===== config.mk =====
export PLATFORM = sky130hd
export DESIGN_NAME = fhm_mover
export DESIGN_NICKNAME = d
export VERILOG_FILES = /design/src/rtl/fhm_pkg.sv /design/src/rtl/fhm_decode.sv /design/src/rtl/fhm_regfile.sv /design/src/rtl/fhm_warn_fsm.sv /design/src/rtl/fhm_mover.sv
export SDC_FILE = /design/constraint.sdc
export NUM_CORES = 2
export LEC_CHECK = 0
export BUFFER_PORTS_ARGS = -buffer_cell sky130_fd_sc_hd__buf_2
export CAP_MARGIN = 20
export CORE_ASPECT_RATIO = 1.4
export CORE_MARGIN = 2
export CORE_UTILIZATION = 43
export CTS_CLUSTER_DIAMETER = 50
export DETAILED_ROUTE_END_ITERATION = 7
export GPL_ROUTABILITY_DRIVEN = 0
export PLACE_DENSITY_LB_ADDON = 0.2
export SKIP_CTS_REPAIR_TIMING = 1
export SLEW_MARGIN = 20
export SYNTH_ARGS = -nofsm -noshare
export SYNTH_HDL_FRONTEND = slang
export SYNTH_SLANG_ARGS = --single-unit

===== constraint.sdc =====
create_clock -name clk -period 2.8 [get_ports clk]
set_input_delay 0.28 -clock clk [delete_from_list [all_inputs] [get_ports clk]]
set_output_delay 0.28 -clock clk [all_outputs]
set_load 0.01 [all_outputs]

===== src/rtl/fhm_pkg.sv =====
package fhm_pkg;

    localparam int WORD_W = 64;
    localparam int HALF_W = WORD_W / 2;
    localparam int FREG_N = 32;
    localparam int FIDX_W = $clog2(FREG_N);
    localparam int IIDX_W = 5;

    localparam logic [5:0] COP_MAJOR = 6'b010001;
    localparam logic [4:0] SUB_FROM  = 5'b00011;
    localparam logic [4:0] SUB_TO    = 5'b00111;

    localparam logic [HALF_W-1:0] POISON_FROM = 32'h0BADF00D;
    localparam logic [HALF_W-1:0] POISON_TO   = 32'hDEADC0DE;

    typedef enum logic [1:0] {
        XF_NONE = 2'd0,
        XF_FROM = 2'd1,
        XF_TO   = 2'd2
    } xfer_e;

    typedef struct packed {
        xfer_e              kind;
        logic [IIDX_W-1:0]  int_idx;
        logic [FIDX_W-1:0]  fp_idx;
    } xfer_t;

endpackage


===== src/rtl/fhm_decode.sv =====
module fhm_decode
    import fhm_pkg::*;
(
    input  logic        valid,
    input  logic [31:0] word,
    output xfer_t       cmd
);

    logic shape_ok;

    always_comb begin
        shape_ok    = valid && (word[31:26] == COP_MAJOR) && (word[10:0] == 11'd0);
        cmd.int_idx = word[20:16];
        cmd.fp_idx  = word[15:11];
        cmd.kind    = XF_NONE;
        if (shape_ok) begin
            if (word[25:21] == SUB_FROM) begin
                cmd.kind = XF_FROM;
            end else if (word[25:21] == SUB_TO) begin
                cmd.kind = XF_TO;
            end
        end
    end

endmodule


===== src/rtl/fhm_regfile.sv =====
module fhm_regfile #(
    parameter int DEPTH = 32,
    parameter int WIDTH = 64,
    localparam int AW = $clog2(DEPTH),
    localparam int HW = WIDTH / 2
) (
    input  logic          clk,
    input  logic          rst_n,
    input  logic [AW-1:0] rd_idx,
    output logic [WIDTH-1:0] rd_word,
    input  logic          we,
    input  logic [AW-1:0] wr_idx,
    input  logic          wr_hi,
    input  logic [HW-1:0] wr_half
);

    logic [WIDTH-1:0] mem [DEPTH];

    for (genvar g = 0; g < DEPTH; g++) begin : g_entry
        logic hit;
        assign hit = we && (wr_idx == AW'(g));

        always_ff @(posedge clk or negedge rst_n) begin
            if (!rst_n) begin
                mem[g] <= '0;
            end else if (hit) begin
                if (wr_hi) begin
                    mem[g][WIDTH-1:HW] <= wr_half;
                end else begin
                    mem[g][HW-1:0] <= wr_half;
                end
            end
        end
    end

    assign rd_word = mem[rd_idx];

    // an upper-half write lands and the lower half is kept
    p_hi_write_r3: assert property (@(posedge clk) disable iff (!rst_n)
        (we && wr_hi) |=> (mem[$past(wr_idx)][WIDTH-1:HW] == $past(wr_half))
                       && (mem[$past(wr_idx)][HW-1:0] == $past(mem[wr_idx][HW-1:0])));

    // a lower-half write lands and the upper half is kept
    p_lo_write_r5: assert property (@(posedge clk) disable iff (!rst_n)
        (we && !wr_hi) |=> (mem[$past(wr_idx)][HW-1:0] == $past(wr_half))
                        && (mem[$past(wr_idx)][WIDTH-1:HW] == $past(mem[wr_idx][WIDTH-1:HW])));

    // the first cycle out of reset reads zero everywhere
    p_reset_zero_r9: assert property (@(posedge clk) disable iff (!rst_n)
        $rose(rst_n) |-> (rd_word == '0));

endmodule


===== src/rtl/fhm_warn_fsm.sv =====
module fhm_warn_fsm (
    input  logic clk,
    input  logic rst_n,
    input  logic odd_hit,
    input  logic odd_to,
    output logic warn,
    output logic warn_to
);

    typedef enum logic [1:0] {
        ST_QUIET     = 2'd0,
        ST_WARN_FROM = 2'd1,
        ST_WARN_TO   = 2'd2
    } warn_st_e;

    warn_st_e state_q;
    warn_st_e state_d;
    warn_st_e odd_target;

    assign odd_target = odd_hit ? (odd_to ? ST_WARN_TO : ST_WARN_FROM) : ST_QUIET;

    always_comb begin
        unique case (state_q)
            ST_QUIET:     state_d = odd_target;
            ST_WARN_FROM: state_d = odd_target;
            ST_WARN_TO:   state_d = odd_target;
            default:      state_d = ST_QUIET;
        endcase
    end

    always_ff @(posedge clk or negedge rst_n) begin
        if (!rst_n) begin
            state_q <= ST_QUIET;
        end else begin
            state_q <= state_d;
        end
    end

    always_comb begin
        unique case (state_q)
            ST_QUIET:     begin warn = 1'b0; warn_to = 1'b0; end
            ST_WARN_FROM: begin warn = 1'b1; warn_to = 1'b0; end
            ST_WARN_TO:   begin warn = 1'b1; warn_to = 1'b1; end
            default:      begin warn = 1'b0; warn_to = 1'b0; end
        endcase
    end

    // an odd paired move is flagged in the next cycle with its direction
    p_warn_after_odd_r8: assert property (@(posedge clk) disable iff (!rst_n)
        odd_hit |=> (warn && (warn_to == $past(odd_to))));

    // the flag lasts one cycle unless another odd move follows
    p_warn_drop_r8: assert property (@(posedge clk) disable iff (!rst_n)
        !odd_hit |=> !warn);

endmodule


===== src/rtl/fhm_mover.sv =====
module fhm_mover
    import fhm_pkg::*;
(
    input  logic              clk,
    input  logic              rst_n,
    input  logic              cmd_valid,
    input  logic [31:0]       cmd_word,
    input  logic              wide_mode,
    input  logic [31:0]       int_lo,
    output logic              rd_valid,
    output logic [63:0]       rd_data,
    output logic [4:0]        int_idx,
    output logic              warn,
    output logic              warn_to
);

    xfer_t              cmd;
    logic [FIDX_W-1:0]  fs;
    logic [FIDX_W-1:0]  fs_pair;
    logic               odd_paired;
    logic [FIDX_W-1:0]  rf_rd_idx;
    logic [WORD_W-1:0]  rf_rd_word;
    logic               rf_we;
    logic [FIDX_W-1:0]  rf_wr_idx;
    logic               rf_wr_hi;
    logic [HALF_W-1:0]  rf_wr_half;
    logic [HALF_W-1:0]  pick;

    fhm_decode u_decode (
        .valid (cmd_valid),
        .word  (cmd_word),
        .cmd   (cmd)
    );

    assign fs         = cmd.fp_idx;
    assign fs_pair    = fs | FIDX_W'(1);
    assign odd_paired = !wide_mode && fs[0];
    assign int_idx    = cmd.int_idx;

    // Read side: wide reads the named entry, paired reads its odd partner
    assign rf_rd_idx = wide_mode ? fs : fs_pair;

    always_comb begin
        if (wide_mode) begin
            pick = rf_rd_word[WORD_W-1:HALF_W];
        end else if (fs[0]) begin
            pick = POISON_FROM;
        end else begin
            pick = rf_rd_word[HALF_W-1:0];
        end
    end

    assign rd_valid = (cmd.kind == XF_FROM);
    assign rd_data  = rd_valid ? {{HALF_W{pick[HALF_W-1]}}, pick} : '0;

    // Write side
    assign rf_we      = (cmd.kind == XF_TO);
    assign rf_wr_hi   = wide_mode;
    assign rf_wr_idx  = (wide_mode || fs[0]) ? fs : fs_pair;
    assign rf_wr_half = odd_paired ? POISON_TO : int_lo;

    fhm_regfile #(
        .DEPTH (FREG_N),
        .WIDTH (WORD_W)
    ) u_rf (
        .clk     (clk),
        .rst_n   (rst_n),
        .rd_idx  (rf_rd_idx),
        .rd_word (rf_rd_word),
        .we      (rf_we),
        .wr_idx  (rf_wr_idx),
        .wr_hi   (rf_wr_hi),
        .wr_half (rf_wr_half)
    );

    fhm_warn_fsm u_warn (
        .clk     (clk),
        .rst_n   (rst_n),
        .odd_hit (odd_paired && (cmd.kind != XF_NONE)),
        .odd_to  (cmd.kind == XF_TO),
        .warn    (warn),
        .warn_to (warn_to)
    );

    // a read never writes the file
    p_from_no_write_r1: assert property (@(posedge clk) disable iff (!rst_n)
        rd_valid |-> !rf_we);

    // nothing happens without a valid word
    p_idle_quiet_r1: assert property (@(posedge clk) disable iff (!rst_n)
        !cmd_valid |-> (!rd_valid && !rf_we));

    // an odd paired write stores the poison word in the odd entry
    p_odd_poison_r7: assert property (@(posedge clk) disable iff (!rst_n)
        (rf_we && odd_paired) |-> (rf_wr_idx == fs) && (rf_wr_half == POISON_TO));

endmodule


## After elaboration in Yosys (flattened, before gate mapping)

Cells that the tools add are included.

- Magnitude comparators: 1
- Equal/unequal tests: 38
- Multiplexer cells: 17
- Bitwise logic cells: 2
- Reductions and logical operators: 108

Operators by type and width:

| cell | number |
|---|---|
| 64-bit binary-select mux with 5-bit select | 1 |
| 64-bit two-way mux | 3 |
| 2-bit AND reduction | 64 |
| 32-bit two-way mux | 3 |
| 5-bit equality test (second input constant) | 16 |
| 5-bit by 4-bit equality test with 1-bit output (second input constant) | 8 |
| 1-bit logical AND | 36 |
| 5-bit by 3-bit equality test with 1-bit output (second input constant) | 5 |
| 5-bit by 2-bit equality test with 1-bit output (second input constant) | 3 |
| 2-bit two-way mux | 6 |
| 11-bit zero test | 1 |
| 6-bit by 5-bit equality test with 1-bit output (second input constant) | 1 |
| 6-bit >= comparator (second input constant) | 1 |
| 5-bit NOT with 6-bit output | 1 |
| 5-bit by 1-bit equality test with 1-bit output (second input constant) | 1 |
| 5-bit zero test | 1 |
| 2-bit by 1-bit equality test with 1-bit output (second input constant) | 2 |
| 2-bit equality test (second input constant) | 2 |
| 1-bit two-way mux | 4 |
| 3-bit OR reduction | 1 |
| 2-bit zero test | 1 |
| 2-bit nonzero test | 1 |
| 2-bit OR reduction | 1 |
| 1-bit zero test | 1 |
| other kinds (2) | 2 |

- Register bits after elaboration: 2050
- Bits of input ports: 68
- Output and inout port bits: 72
- Word-level logic and storage cells: 231

## Depth between registers and ports, before layout

- Depth after elaboration: 8
- Depth in mapped cells: 13
- Mapped depth without buffers: 7

## Modules after synthesis

Synthesis repeated with hierarchy kept, for this count alone.

- Cell total of the unflattened synthesis: 6417
- Area total of the unflattened synthesis: 94106.5 um^2

Modules (own cells, without submodules):

| module | times used | cells each | area an instance (um^2) | seq. area each (um^2) |
|---|---|---|---|---|
| fhm_regfile | 1 | 6204 | 92728.9 | 51249.2 |
| fhm_mover | 1 | 184 | 1127.3 | 0.0 |
| fhm_decode | 1 | 21 | 146.4 | 0.0 |
| fhm_warn_fsm | 1 | 8 | 103.8 | 50.0 |

## Worst setup path after synthesis

No wires, ideal clock.

- Kind: input port to output port
- Start point: in cmd_word[1]
- End point: out rd_data[32]
- Data arrival time: 2.805 ns
- Required time: 2.520 ns
- Setup slack: -0.285 ns
- Cell stages on the path: 10
- Path buffers: 3
- Cells stage by stage: nor4_2 nand3_1 or4_1 buf_2 inv_2 buf_6 nand2_1 nor3_1 o22a_1 buf_4

- Cells in the longest elaborated chain, start to end: 5

Ends and longest elaborated chain:

| item | RTL line | source |
|---|---|---|
| start, declared | fhm_mover.sv:7 | `input logic [31:0] cmd_word,` |
| 11-bit zero test | fhm_decode.sv:12 | `shape_ok = valid && (word[31:26] == COP_MAJOR) && (word[10:0] == 11'd0);` |
| 1-bit logical AND | fhm_decode.sv:12 |  |
| 2-bit two-way mux | fhm_decode.sv:16 | `if (shape_ok) begin` |
| 2-bit by 1-bit equality test with 1-bit output | fhm_mover.sv:53 | `assign rd_valid = (cmd.kind == XF_FROM);` |
| via rd_valid | fhm_mover.sv:10 | `output logic rd_valid,` |
| 64-bit two-way mux | fhm_mover.sv:54 | `assign rd_data = rd_valid ? {{HALF_W{pick[HALF_W-1]}}, pick} : '0;` |
| end, declared | fhm_mover.sv:11 | `output logic [63:0] rd_data,` |

The timed path passes the listed nets, and every way through them passes these cells.

## Final worst setup path

- Start point: reg u_rf.mem[84] in the netlist's numbering
- End point: out rd_data[20]

- Cells in the longest elaborated chain, start to end: 6

Ends and longest elaborated chain:

| item | RTL line | source |
|---|---|---|
| start, declared | fhm_regfile.sv:17 | `logic [WIDTH-1:0] mem [DEPTH];` |
| start signal, assigned by index | fhm_regfile.sv:28 | `mem[g][WIDTH-1:HW] <= wr_half;` |
| start signal, assigned by index | fhm_regfile.sv:30 | `mem[g][HW-1:0] <= wr_half;` |
| 64-bit binary-select mux with 5-bit select | fhm_regfile.sv:36 | `assign rd_word = mem[rd_idx];` |
| 64-bit two-way mux (not written as such) (2 in a row) | fhm_regfile.sv:36 |  |
| 32-bit two-way mux | fhm_mover.sv:46 | `end else if (fs[0]) begin` |
| 32-bit two-way mux | fhm_mover.sv:44 | `if (wide_mode) begin` |
| 64-bit two-way mux | fhm_mover.sv:54 |  |

No other way between the ends. The select of a mux whose other input is x is not followed.

==> results.txt <==
----------------------------------------------------
[Run status]
  Result of the run ... complete, but fails checks
  Violations in the final reports ... negative setup slack

[Timing]
  Clock skew ... 0.00249 ns
  Final total negative setup slack ... -13.57 ns
  Final setup viols ... 64
  Setup slack of the critical path after layout ... -0.324 ns
  Remaining max-slew budget at the tightest pin ... 0.274
  Highest clock frequency the design can meet ... 0.320 GHz
  Clock period minus worst slack ... 3.12 ns
  Fin. Hold Viols ... 0
  Final Max Slew Viols ... 0
  Final period util ... 1.12
  Final hold slack ... roughly 0.0012 ns
  RSZ-0062 raised after global routing ... true
  Tightest Pin Transition ... 1.09 ns

[Yosys]
  Net count after synthesis ... 7,693
  Count of flip-flops with a built-in enable after synthesis ... 0
  Synthesis warning total ... 0
  Cell count after synthesis ... 7,623
  Post-synth top flop ... sky130_fd_sc_hd__dfrtp_1
  Largest cells by area after synthesis ... sky130_fd_sc_hd__dfrtp_1 (58%), sky130_fd_sc_hd__mux2_2 (8.7%), sky130_fd_sc_hd__nand2_1 (6.6%), sky130_fd_sc_hd__mux4_2 (4.7%), sky130_fd_sc_hd__mux2_1 (4.5%)
  Area share of the largest cell type after synthesis ... 0.576
  Top-count cell post-synth ... sky130_fd_sc_hd__dfrtp_1
  Most frequent cells after synthesis ... sky130_fd_sc_hd__dfrtp_1 (2,024), sky130_fd_sc_hd__nand2_1 (1,538), sky130_fd_sc_hd__clkbuf_1 (839)
  Synth Area per Inst ... roughly 12 um^2
  Seq cells post-synth ... 2,024
  Netlist area before placement ... 0.0879 mm^2
  Post-synth cell types ... 74
  Share of synthesized area occupied by flip-flops and latches ... 0.576
  Post-synth ARST share ... 1.00
  Yosys top cell by area ... sky130_fd_sc_hd__dfrtp_1

[Finish]
  Signed area change from the synthesized netlist to the final layout ... 16.7%
  Number of non-filler instances in the completed layout ... between 10,000 and 15,000
  Final Util ... 0.504
  Post-layout nets ... 7,545
  Share of cells above drive strength 1 ... 0.282

[Min path]
  Hold Crit Endpoint ... u_rf.mem[1175]$_DFFE_PN0P_
  Worst hold path stage count ... 3
  Origin of the worst min-delay path ... int_lo[23]
  Hold crit path type ... input pin to flop

[Floorplanning]
  Chip height ... between 500 and 600 um
  Horiz. Die Dim ... 386 um
  Floorplan Core Area ... 0.203 mm^2
  Number of placement rows ... 196
  Die ar. ... 0.208 mm^2
  Total I/O pin count ... between 100 and 150
  Effective utilization at floorplan ... 0.432

[Worst setup path]
  Chain of cells forming the critical path ... mux4_2 > a221oi_2 > o21ai_1 > nor4b_4 > a221o_1 > buf_2
  R2r setup slk ... 1.06 ns
  Crit end category ... output port
  Buf/Inv on CP ... 1
  Worst Path Max Fanout ... 2
  Reg2Reg Depth ... 3
  CP max stage delay ... 0.47 ns
  Req. time, crit path ... roughly 2.5 ns
  Startpoint of the worst register-to-register path ... u_warn.state_q[1]$_DFF_PN0_
  Type of the worst setup path ... flop to output port
  Critical path data arrival time ... 2.84 ns
  Total number of cells along the worst setup path ... 6
  Critical path's top delay family ... compound AO/OA/AOI/OAI gates
  Reg-to-reg critical path endpoint ... u_warn.state_q[0]$_DFF_PN0_
  Setup crit start kind ... flop
  Slowest stage cell, crit path ... sky130_fd_sc_hd__mux4_2

[Power and ir drop]
  Static Leak ... 48.9 nW
  Maximum VDD drop ... approximately 0.00045 V
  Power per Cell Area ... 596 mW/mm^2

[Routing]
  DRC ... 0
  Via count of the routed design ... 59,400
  Length of the first detailed-routing pass in iterations ... 6
  Post-route antenna net violation count ... 0
  Number of DRC violations after detailed-routing iteration 0 ... 5,278
  Detailed-route wire length ... 291,000 um
  Vias per inst ... between 5 and 6
  Post-DR wirelength/cell ... 28.3 um

[GRT]
  Residual overflow from global routing ... 0
  Grt met3 use ... 0.0438
  Met1 Use GR ... 0.380
  Number of global-route vias before repair ... 60,300
  Top Usage Layer GRT ... met2
  Antenna violations before repair ... 22
  Global Route met2 Usage ... 0.442
  All-layer global routing usage ... 0.277
  Global-route wire length before repair ... 423,000 um
  Pin count of the biggest net entering global routing ... approximately 150

[Clock network]
  Clock root buffer ... sky130_fd_sc_hd__clkbuf_16
  Bufs on Longest Clock Path ... 4
  Total clock buffers created by CTS ... 203
  Clock Sinks ... between 2,000 and 2,500
  Clk_lat worst skew ... 0.89 ns
  Register clock-pin slew on the reported worst setup and hold paths ... 0.06 ns
  H-tree lvl count ... 4
  CTS tree ... yes

[Placement]
  Number of buffer cells added on primary ports ... 129
  DP Wirelength ... 186,000 um
  Placed cell count ... ~9,900
  Setup Slack @ Placement ... -0.824 ns

[Run]
  Maxcap violations ... 0

----------------------------------------------------
report_power, final:
group,switching (W),leakage (nW),internal (W)
Sequential,0.00000000198,28.3,0.0292
Clock,0.0120,3.30,0.0159
Combinational,0.00283,17.3,0.00118
Total,0.0149,48.9,0.0463
flip-flops by register name, summed over array words and instances (netlist names):
name / cells
u_rf.mem: 2022
u_warn.state_q: 2
cell families (layout without fill, tap and decap cells):
group | Yosys count | in the layout | share of synthesized area
and+or+nand+nor | 2104 | 2104 | 0.102
other | 0 | 7 | 0
AOI/OAI and AO/OA | 977 | 977 | 0.0680
buffers and inverters | 1143 | 1151 | 0.0560
DFF | 2024 | 2024 | 0.576
adders and majority gates | 2 | 2 | 0.000285
muxes | 1373 | 1373 | 0.197
cell type report:
class / instances / area [um^2]
fillers: 17800 / 101000
flip-flops and latches: 2024 / 50600
multi-input cells: 4456 / 33400
repair buffers: 781 / 8370
clock buffers: 291 / 5850
well taps: 2673 / 3340
clock inverters: 70 / 871
inverters: 9 / 40.0
diodes: 7 / 17.5
layer usage:
metal	share of wire	vias to the layer above
met1	0.42	31100
met3	0.061	594
met5	0.00037	-
met4	0.041	16
met2	0.47	1951
li1	-	25800
cells in the final DEF (no fill, tap or decap), types with 21 or more instances in the layout:
master / n
sky130_fd_sc_hd__nand2_1: 1527
sky130_fd_sc_hd__dfrtp_1: 2024
sky130_fd_sc_hd__nor2_1: 37
sky130_fd_sc_hd__buf_6: 42
sky130_fd_sc_hd__buf_2: 104
sky130_fd_sc_hd__nand4_1: 61
sky130_fd_sc_hd__clkbuf_16: 214
sky130_fd_sc_hd__nand3_4: 21
sky130_fd_sc_hd__mux2i_1: 156
sky130_fd_sc_hd__clkinv_2: 29
sky130_fd_sc_hd__clkbuf_8: 44
sky130_fd_sc_hd__buf_12: 178
sky130_fd_sc_hd__mux4_2: 185
sky130_fd_sc_hd__a31oi_1: 99
sky130_fd_sc_hd__buf_4: 428
sky130_fd_sc_hd__mux2_2: 675
sky130_fd_sc_hd__o21ai_0: 537
sky130_fd_sc_hd__a21oi_1: 44
sky130_fd_sc_hd__mux2_1: 352
sky130_fd_sc_hd__nand3_1: 318
sky130_fd_sc_hd__and3b_1: 24
sky130_fd_sc_hd__a32oi_1: 81
sky130_fd_sc_hd__a211oi_1: 32
sky130_fd_sc_hd__clkbuf_1: 44
worst max-delay path by stage:
stage	endpoint	slack [ns]	start
global route	rd_data[32]	-0.39	u_rf.mem[63]$_DFFE_PN0P_
finish	rd_data[20]	-0.32	u_rf.mem[84]$_DFFE_PN0P_
floorplan	rd_data[32]	0.01	cmd_word[1]
detailed placement	rd_data[6]	-0.82	cmd_word[3]
CTS	rd_data[6]	-0.84	cmd_word[3]
global placement	rd_data[3]	-0.79	cmd_word[3]
worst min-delay path: cells and delay by family:
kind            cells  cell delay, ns
compound gates      1            0.20
buf+inv             1            0.16
simple gates        1            0.19
stage by stage:
stage	total power [W]	cell area, um^2
final	0.0612	103000
after global routing	0.0630	103000
after CTS	0.0614	101000
after floorplan	0.0312	87900
after detailed placement	0.0336	94200
after global placement	0.0336	94200
(Power assumes the default switching activity.)
